## src/rtl/ptw_pkg.sv

```systemverilog
package ptw_pkg;
   localparam int PTE_W      = 32;
   localparam int PAGE_OFF_W = 12;
   localparam int BIT_PRES   = 0;
   localparam int BIT_REF    = 1;
   localparam int BIT_DIRTY  = 2;
   localparam int BIT_WR     = 3;
   localparam int BIT_USER   = 4;

   typedef enum logic [2:0] {
      ST_IDLE    = 3'd0,
      ST_REQ     = 3'd1,
      ST_WAIT    = 3'd2,
      ST_WB      = 3'd3,
      ST_WB_WAIT = 3'd4,
      ST_DONE    = 3'd5
   } walk_state_t;
endpackage

```

## src/rtl/ptw_addr_gen.sv

```systemverilog
module ptw_addr_gen #(
   parameter int VPN_W = 20,
   parameter int PA_W  = 32
) (
   input  logic [PA_W-1:0]  base,
   input  logic [VPN_W-1:0] vpn,
   output logic [PA_W-1:0]  entry_addr
);
   localparam int IDX_W = VPN_W + 2;
   logic [PA_W-1:0] idx_ext;

   always_comb begin
      idx_ext = '0;
      idx_ext[IDX_W-1:0] = {vpn, 2'b00};
      entry_addr = base + idx_ext;
   end
endmodule

```

## src/rtl/ptw_pte_decode.sv

```systemverilog
module ptw_pte_decode
   import ptw_pkg::*;
(
   input  logic [PTE_W-1:0] pte,
   input  logic             mark_ref,
   input  logic             mark_dirty,
   output logic             present,
   output logic             needs_wb,
   output logic [PTE_W-1:0] pte_upd
);
   always_comb begin
      pte_upd = pte;
      pte_upd[BIT_REF]   = pte[BIT_REF] | mark_ref;
      pte_upd[BIT_DIRTY] = pte[BIT_DIRTY] | mark_dirty;
      present  = pte[BIT_PRES];
      needs_wb = present && (pte_upd != pte);
   end
endmodule

```

## src/rtl/ptw_ctrl.sv

```systemverilog
module ptw_ctrl
   import ptw_pkg::*;
#(
   parameter bit WB_EN = 1'b1
) (
   input  logic        clk,
   input  logic        rst_n,
   input  logic        walk_valid,
   input  logic        mem_rvalid,
   input  logic        entry_present,
   input  logic        entry_wb,
   output walk_state_t state,
   output logic        accept,
   output logic        capture
);
   walk_state_t nxt;
   logic        go_wb;

   generate
      if (WB_EN) begin : g_wb
         assign go_wb = entry_present && entry_wb;
      end else begin : g_nowb
         assign go_wb = 1'b0;
      end
   endgenerate

   assign accept  = (state == ST_IDLE) && walk_valid;
   assign capture = (state == ST_WAIT) && mem_rvalid;

   always_comb begin
      nxt = state;
      unique case (state)
         ST_IDLE:    if (walk_valid) nxt = ST_REQ;
         ST_REQ:     nxt = ST_WAIT;
         ST_WAIT:    if (mem_rvalid) nxt = go_wb ? ST_WB : ST_DONE;
         ST_WB:      nxt = ST_WB_WAIT;
         ST_WB_WAIT: if (mem_rvalid) nxt = ST_DONE;
         ST_DONE:    nxt = ST_IDLE;
         default:    nxt = ST_IDLE;
      endcase
   end

   always_ff @(posedge clk or negedge rst_n) begin
      if (!rst_n) state <= ST_IDLE;
      else        state <= nxt;
   end
endmodule

```

## src/rtl/pt_walker.sv

```systemverilog
module pt_walker
   import ptw_pkg::*;
#(
   parameter int VA_W  = 32,
   parameter int PA_W  = 32,
   parameter bit WB_EN = 1'b1
) (
   input  logic              clk,
   input  logic              rst_n,
   input  logic              walk_valid,
   input  logic [VA_W-1:0]   walk_vaddr,
   input  logic              walk_mark_ref,
   input  logic              walk_mark_dirty,
   input  logic [PA_W-1:0]   pt_base,
   output logic              busy,
   output logic              done,
   output logic              fault,
   output logic [PA_W-1:0]   done_paddr,
   output logic              done_ref,
   output logic              done_dirty,
   output logic              done_wr,
   output logic              done_user,
   output logic              mem_req,
   output logic              mem_we,
   output logic [PA_W-1:0]   mem_addr,
   output logic [PTE_W-1:0]  mem_wdata,
   input  logic              mem_rvalid,
   input  logic [PTE_W-1:0]  mem_rdata
);
   localparam int VPN_W = VA_W - PAGE_OFF_W;
   localparam int PPN_W = PA_W - PAGE_OFF_W;

   initial begin
      assert (VA_W > PAGE_OFF_W) else $error("VA_W too small");
      assert (PA_W > PAGE_OFF_W && PA_W <= PTE_W) else $error("PA_W out of range");
      assert (VPN_W + 2 <= PA_W) else $error("table index exceeds PA_W");
   end

   walk_state_t      state;
   logic             accept, capture;
   logic [VA_W-1:0]  vaddr_q;
   logic [PA_W-1:0]  base_q;
   logic             mref_q, mdirty_q;
   logic [PTE_W-1:0] entry_q, pte_upd;
   logic             present, needs_wb;

   ptw_ctrl #(.WB_EN(WB_EN)) u_ctrl (
      .clk(clk), .rst_n(rst_n), .walk_valid(walk_valid),
      .mem_rvalid(mem_rvalid), .entry_present(present), .entry_wb(needs_wb),
      .state(state), .accept(accept), .capture(capture)
   );

   ptw_addr_gen #(.VPN_W(VPN_W), .PA_W(PA_W)) u_addr (
      .base(base_q), .vpn(vaddr_q[VA_W-1:PAGE_OFF_W]), .entry_addr(mem_addr)
   );

   ptw_pte_decode u_dec (
      .pte(mem_rdata), .mark_ref(mref_q), .mark_dirty(mdirty_q),
      .present(present), .needs_wb(needs_wb), .pte_upd(pte_upd)
   );

   always_ff @(posedge clk or negedge rst_n) begin
      if (!rst_n) begin
         vaddr_q  <= '0;
         base_q   <= '0;
         mref_q   <= 1'b0;
         mdirty_q <= 1'b0;
         entry_q  <= '0;
      end else begin
         if (accept) begin
            vaddr_q  <= walk_vaddr;
            base_q   <= pt_base;
            mref_q   <= walk_mark_ref;
            mdirty_q <= walk_mark_dirty;
         end
         if (capture) entry_q <= (WB_EN && present) ? pte_upd : mem_rdata;
      end
   end

   assign busy       = (state != ST_IDLE);
   assign done       = (state == ST_DONE);
   assign fault      = done && !entry_q[BIT_PRES];
   assign mem_req    = (state == ST_REQ) || (state == ST_WB);
   assign mem_we     = (state == ST_WB);
   assign mem_wdata  = entry_q;
   assign done_paddr = {entry_q[PAGE_OFF_W +: PPN_W], vaddr_q[PAGE_OFF_W-1:0]};
   assign done_ref   = entry_q[BIT_REF];
   assign done_dirty = entry_q[BIT_DIRTY];
   assign done_wr    = entry_q[BIT_WR];
   assign done_user  = entry_q[BIT_USER];
endmodule

```

## config.mk

```make
export PLATFORM = sky130hd
export DESIGN_NAME = pt_walker
export DESIGN_NICKNAME = d
export VERILOG_FILES = /design/src/rtl/ptw_pkg.sv /design/src/rtl/ptw_addr_gen.sv /design/src/rtl/ptw_pte_decode.sv /design/src/rtl/ptw_ctrl.sv /design/src/rtl/pt_walker.sv
export SDC_FILE = /design/constraint.sdc
export NUM_CORES = 1
export LEC_CHECK = 0
export BUFFER_PORTS_ARGS = -buffer_cell sky130_fd_sc_hd__buf_2
export CAP_MARGIN = 20
export CORE_MARGIN = 2
export CORE_UTILIZATION = 44
export CTS_CLUSTER_DIAMETER = 80
export DETAILED_ROUTE_END_ITERATION = 6
export GPL_ROUTABILITY_DRIVEN = 0
export PLACE_DENSITY = 0.86
export SLEW_MARGIN = 10
export SYNTH_ARGS = -nofsm -noshare
export SYNTH_HDL_FRONTEND = slang
export SYNTH_SLANG_ARGS = --single-unit
```

## constraint.sdc

```tcl
create_clock -name clk -period 2.39 [get_ports clk]
set_input_delay 0.1195 -clock clk [delete_from_list [all_inputs] [get_ports clk]]
set_output_delay 0.1195 -clock clk [all_outputs]
set_load 0.005 [all_outputs]
```

==> results of run 1 <==
[report_power, final]
part | internal (mW) | switching [mW]
registers | 2.59 | 0.658
logic | 4.16 | 3.86
clock network | 0.739 | 0.722
total | 7.49 | 5.24
[routing by layer]
metal  track usage [%]  wire, um  up-vias
li1                  -         -     2095
met1             24.94      5579     2269
met2             45.03      8439      202
met3             6.965       984       30
met4             8.455       370        0
met5                 0         0        -
[synthesized netlist by cell type, types with 2 or more instances]
| cell | n | area share (%) |
|---|---|---|
| ha_1 | 20 | 4.8 |
| nor2_1 | 21 | 1.5 |
| nor3_1 | 2 | 0.19 |
| nand3_1 | 7 | 0.67 |
| a31oi_1 | 3 | 0.36 |
| a21oi_2 | 2 | 0.34 |
| clkbuf_1 | 8 | 0.58 |
| mux2_2 | 92 | 20 |
| nor2b_1 | 2 | 0.24 |
| nand4_1 | 5 | 0.60 |
| xor2_1 | 11 | 1.9 |
| mux2i_1 | 2 | 0.39 |
| a21oi_1 | 24 | 2.3 |
| buf_4 | 26 | 3.8 |
| dfrtp_1 | 101 | 49 |
| buf_2 | 6 | 0.58 |
| and3_1 | 4 | 0.48 |
| o21ai_0 | 13 | 1.3 |
| nand2_1 | 23 | 1.7 |
| xnor2_1 | 16 | 2.7 |
| a21o_1 | 8 | 1.2 |
| o22ai_1 | 2 | 0.24 |
| and2_1 | 2 | 0.24 |
| inv_1 | 12 | 0.87 |
[layout by cell type (no fill, tap or decap), types with 6 or more instances in the layout]
cell type	n
buf_4	25
nor2_1	16
nand2_1	20
xor2_1	10
inv_1	11
ha_1	17
clkbuf_16	9
a21o_1	8
dlygate4sd3_1	83
buf_2	205
mux2_2	92
dfrtp_1	101
a21oi_1	19
o21ai_0	6
a21oi_2	6
xnor2_1	11
[cell type report]
type / count / area [um^2] / area share (%)
multi-input cells: 282 / 2599 / 33.39
well taps: 143 / 178.9 / 2.299
diodes: 1 / 2.502 / 0.03215
clock buffers: 10 / 229.0 / 2.942
clock inverters: 6 / 60.06 / 0.7717
inverters: 12 / 45.04 / 0.5788
flip-flops and latches: 101 / 2527 / 32.48
repair buffers: 320 / 2141 / 27.51
[kinds of logic (layout without fill, tap and decap cells)]
family | count (synthesis) | after routing | share of synthesized area [%]
adders and majority gates | 21 | 21 | 5.206
muxes | 94 | 94 | 20.34
DFF | 101 | 101 | 48.69
xor gates and xnor gates | 27 | 27 | 4.555
AOI/OAI and AO/OA | 66 | 66 | 8.629
and+or+nand+nor | 74 | 74 | 6.797
other | 0 | 1 | 0
buffers and inverters | 52 | 348 | 5.785
[worst min path at each step]
stage	start	endpoint	slack, ns	cells past startpoint
2_1_floorplan	rst_n	base_q[0]	-0.18	0
5_1_grt	walk_vaddr[20]	vaddr_q[20]	0.004	2
4_1_cts	pt_base[7]	base_q[7]	0.0003	2
3_5_place_dp	rst_n	vaddr_q[19]	0.18	1
3_3_place_gp	rst_n	vaddr_q[19]	0.17	1
6_report	pt_base[20]	base_q[20]	0.006	2
[registers in the layout, indices dropped and copies added (netlist names)]
name,count
base_q,32
mem_wdata,32
vaddr_q,32
u_ctrl.state,3
mdirty_q,1
mref_q,1
[repair_timing]
item,4_1_cts,5_1_grt
gates resized for setup,45,9
hold endpoints to repair,123,4
hold buffers,79,4
pin swaps,28,20
buffers inserted,8,4
setup endpoints to repair,22,24
==> reports/metrics.cfg, run 1 <==
[detailed_routing]
postRouteAntennaNets = 0
wl_mm = 15.37
drt-wirelength-per-cell_um = 17.57
drt_iter0_drc = 215
vias = 4596
vias_per_cell = 5.253
dr.pass1.iters = 4
drc_errors = 0

[clock_tree]
root_buffer = clkbuf_16
cts_buffer_depth = 2
clk_latency_ns = 0.36
cts_tree = built
cts_htree_levels = 3
cts_made_buffers = 9
cts.clk_slew.worst_paths_ns = 0.07
cts.sinks = 101

[sta]
fin_crit_sh_pct = 123.2
max_slew_margin_pct = 57.58
hold_viol = 0
fin_hold_ws_ns = 0.005727
fin_skew_ns = 0.01169
setup_violations = 22
rsz0062_at_grt = true
layout_min_cycle_time_ns = 2.944
finalSetupTns_ns = -8.356
tightestPinTransition_ns = 0.6364
max_freq_mhz = 339.6
setup_ws_ns = -0.5543
drv_slew = 0

[floorplanning]
start_util_pct = 45.27
io_pins = 207
die_x_um = 112.6
core-area_um2 = 11470
row_count = 39
dieArea_um2 = 12680
die_h_um = 112.6

[worst_setup_path]
reg2reg_slack_ns = 0.47
critPathArrivalTime_ns = 2.82
cp_top_family = compound AO/OA/AOI/OAI gates
cpMaxStageDelayCell = dfrtp_1
crit_chain = ha_2, inv_2, fa_2, inv_1, a21o_1, a211o_4, a311oi_4, a21oi_2, a31o_4, nand4_1, xnor2_1, buf_2
critical_path_required_ns = 2.27
path_depth = 12
endpoint_kind = output pin
worstSetupStartpointType = flop
r2r-start = u_ctrl.state[0]
crit_path_max_fanout = 5
crit_path_start = vaddr_q[12]
critPathKind = flop to output pin
crit_path_max_incr_delay_ns = 0.39
crit_buf_inv = 3
r2r-end = vaddr_q[0]
crit_end = mem_addr[26]
rr_worst_depth = 4

[power]
ir_worst_vdd_v = 0.001319
total_leakage_power_nw = 3.719
power_mw = 12.73
p_per_area_nw_per_um2 = 1635

[global_route]
track_usage_pct = 23.84
gr-total-overflow = 0
antenna_found_initial = 1
grt_pass1_vias = 4908
grt_max_degree = 57
grt_pass1_wl_mm = 23.74

[logic_synthesis]
syn_avg_cell_area_um2 = 11.93
synthFlopType = dfrtp_1
syn_area_um2 = 5191
synth_seq_cells = 101
ys_warn_count = 0
synth_cell_types = 47
synthArstFlopShare_pct = 100.0
syn-instance-count = 435
synth_edf_count = 0
ys_seq_area_share_pct = 48.69
syn-num-nets = 558

[layout]
instances_no_fill = 875
synthToLayoutAreaGrowth_pct = 49.92
fillers = 778
nets = 849
drive_above_1_share_pct = 53.49
stdcell_area_um2 = 7782
post-route-util_pct = 67.87

[flow_run]
max_cap_violations = 0

[min_path]
hold_path.class = input pin to flop

[placed_design]
portBuffers = 206
dpl_cell_area_um2 = 6344
post-place-ws_ns = -0.2605
place_inst = 765
place_hpwl_mm = 9.765

[run_status]
violations = negative setup slack
status = finished with violations

No activity file was read; power rests on OpenSTA's default activity.
==> inputs of run 2 (changes only) <==
--- a/config.mk
+++ b/config.mk
@@ -6,13 +6,13 @@
 export NUM_CORES = 1
 export LEC_CHECK = 0
 export BUFFER_PORTS_ARGS = -buffer_cell sky130_fd_sc_hd__buf_2
-export CAP_MARGIN = 20
 export CORE_MARGIN = 2
 export CORE_UTILIZATION = 44
 export CTS_CLUSTER_DIAMETER = 80
 export DETAILED_ROUTE_END_ITERATION = 6
 export GPL_ROUTABILITY_DRIVEN = 0
 export PLACE_DENSITY = 0.86
+export SKIP_CTS_REPAIR_TIMING = 1
 export SLEW_MARGIN = 10
 export SYNTH_ARGS = -nofsm -noshare
 export SYNTH_HDL_FRONTEND = slang
==> reports/metrics.cfg, run 2 (synthesis results as in run 1) <==
[layout]
final_cell_mix = buf_2, dfrtp_1, mux2_2, dlygate4sd3_1
synthToLayoutAreaGrowth_pct = 44.81
instances_no_fill = 852
fillers = 806
layout_commonest_cell = buf_2
drive_above_1_share_pct = 54.10
nets = 826
post-route-util_pct = 65.55

[detailed_routing]
dr.pass1.iters = 4
wl_mm = 14.70
drc_errors = 0
vias_per_cell = 5.249
drt_iter0_drc = 221
vias = 4472
drt-wirelength-per-cell_um = 17.25
postRouteAntennaNets = 0

[worst_setup_path]
worstSetupStartpointType = flop
crit_path_max_fanout = 5
crit_top_cell = inv_2
cpMaxStageDelayCell = a311oi_4
crit_buf_inv = 3
crit_path_max_incr_delay_ns = 0.40
endpoint_kind = output pin
cp_top_family = compound AO/OA/AOI/OAI gates
critPathArrivalTime_ns = 2.95
crit_path_start = vaddr_q[12]
critPathKind = flop to output pin
reg2reg_slack_ns = 0.47
critical_path_required_ns = 2.27
crit_chain = ha_2, inv_2, fa_2, inv_2, a21o_1, a211o_4, a311oi_4, a21oi_2, a31o_4, nand4_1, xnor2_1, buf_2
r2r-start = u_ctrl.state[0]

[clock_tree]
cts.sinks = 101
cts_buffer_depth = 2
root_buffer = clkbuf_16
cts_tree = built
clk_latency_ns = 0.35
cts_htree_levels = 3
cts_made_buffers = 9
cts.clk_slew.worst_paths_ns = 0.08

[sta]
fin_crit_sh_pct = 128.6
layout_min_cycle_time_ns = 3.074
fin_hold_ws_ns = 0.004465
max_slew_margin_pct = 57.56
fin_skew_ns = 0.01756
tightestPinTransition_ns = 0.6366
rsz0062_at_grt = true
setup_ws_ns = -0.6836
setup_violations = 22
max_freq_mhz = 325.4
hold_viol = 0
finalSetupTns_ns = -8.702
drv_slew = 0

[min_path]
min-delay-start = mem_rdata[10]
hold_path.class = input pin to flop

[global_route]
antenna_found_initial = 1
grt_pass1_wl_mm = 20.59
track_usage_pct = 20.39
grt_max_degree = 57
gr-total-overflow = 0
grt_pass1_vias = 4361

[placed_design]
portBuffers = 206
place_hpwl_mm = 9.765
place_inst = 765

[power]
p_per_area_nw_per_um2 = 1646
total_leakage_power_nw = 3.606
ir_worst_vdd_v = 0.001352

[floorplanning]
io_pins = 207
dieArea_um2 = 12680
core-area_um2 = 11470
die_x_um = 112.6
start_util_pct = 45.27
die_h_um = 112.6
row_count = 39

[run_status]
status = finished with violations
violations = negative setup slack

[flow_run]
max_cap_violations = 0

-- run 2: cell types whose count changed in the layout (fill, tap and decap cells not counted), sizes merged --
cell and delta:
dlygate4sd3 -18, buf -5
-- run 2: power breakdown --
group          switching (mW)  internal [mW]
logic                    3.72           3.96
clock network           0.713          0.740
registers               0.646           2.59
-- run 2: area by class of cell --
class	count	area [um^2]	area share (%)
sequential	101	2527	33.62
timing repair buffer	297	1916	25.48
multi-input combinational	282	2559	34.04
clock inverter	6	60.06	0.7989
antenna	1	2.502	0.03329
clock buffer	10	229.0	3.046
tap	143	178.9	2.380
inverter	12	45.04	0.5992
-- run 2: final timing paths --
kind	end	cells after the start
worst max register to register	vaddr_q[26]	4
max in group asynchronous	mem_wdata[21]	3
worst min register to register	base_q[0]	1
worst min-delay path	mem_wdata[10]	2
min in group asynchronous	vaddr_q[19]	2
worst max-delay path	mem_addr[28]	12
-- run 2: layer usage --
metal / vias up / part of all wire, % / global-route usage [%]
met5: - / 0 / 0
met4: 0 / 3.2 / 6.829
met3: 35 / 6.2 / 6.102
met2: 206 / 54 / 37.01
met1: 2182 / 37 / 22.75
li1: 2049 / - / -
-- run 2: per-stage QoR --
| stage | setup slack (ns) | power, mW | instance area, um^2 |
|---|---|---|---|
| 4_1_cts | -0.6758 | 11.50 | 6633 |
| 6_report | -0.6836 | 12.37 | 7517 |
| 3_5_place_dp | -0.2605 | 9.965 | 6344 |
| 3_3_place_gp | -0.2379 | 9.679 | 6344 |
| 5_1_grt | -0.7582 | 13.16 | 7517 |
| 2_1_floorplan | 0.03319 | 7.384 | 5191 |
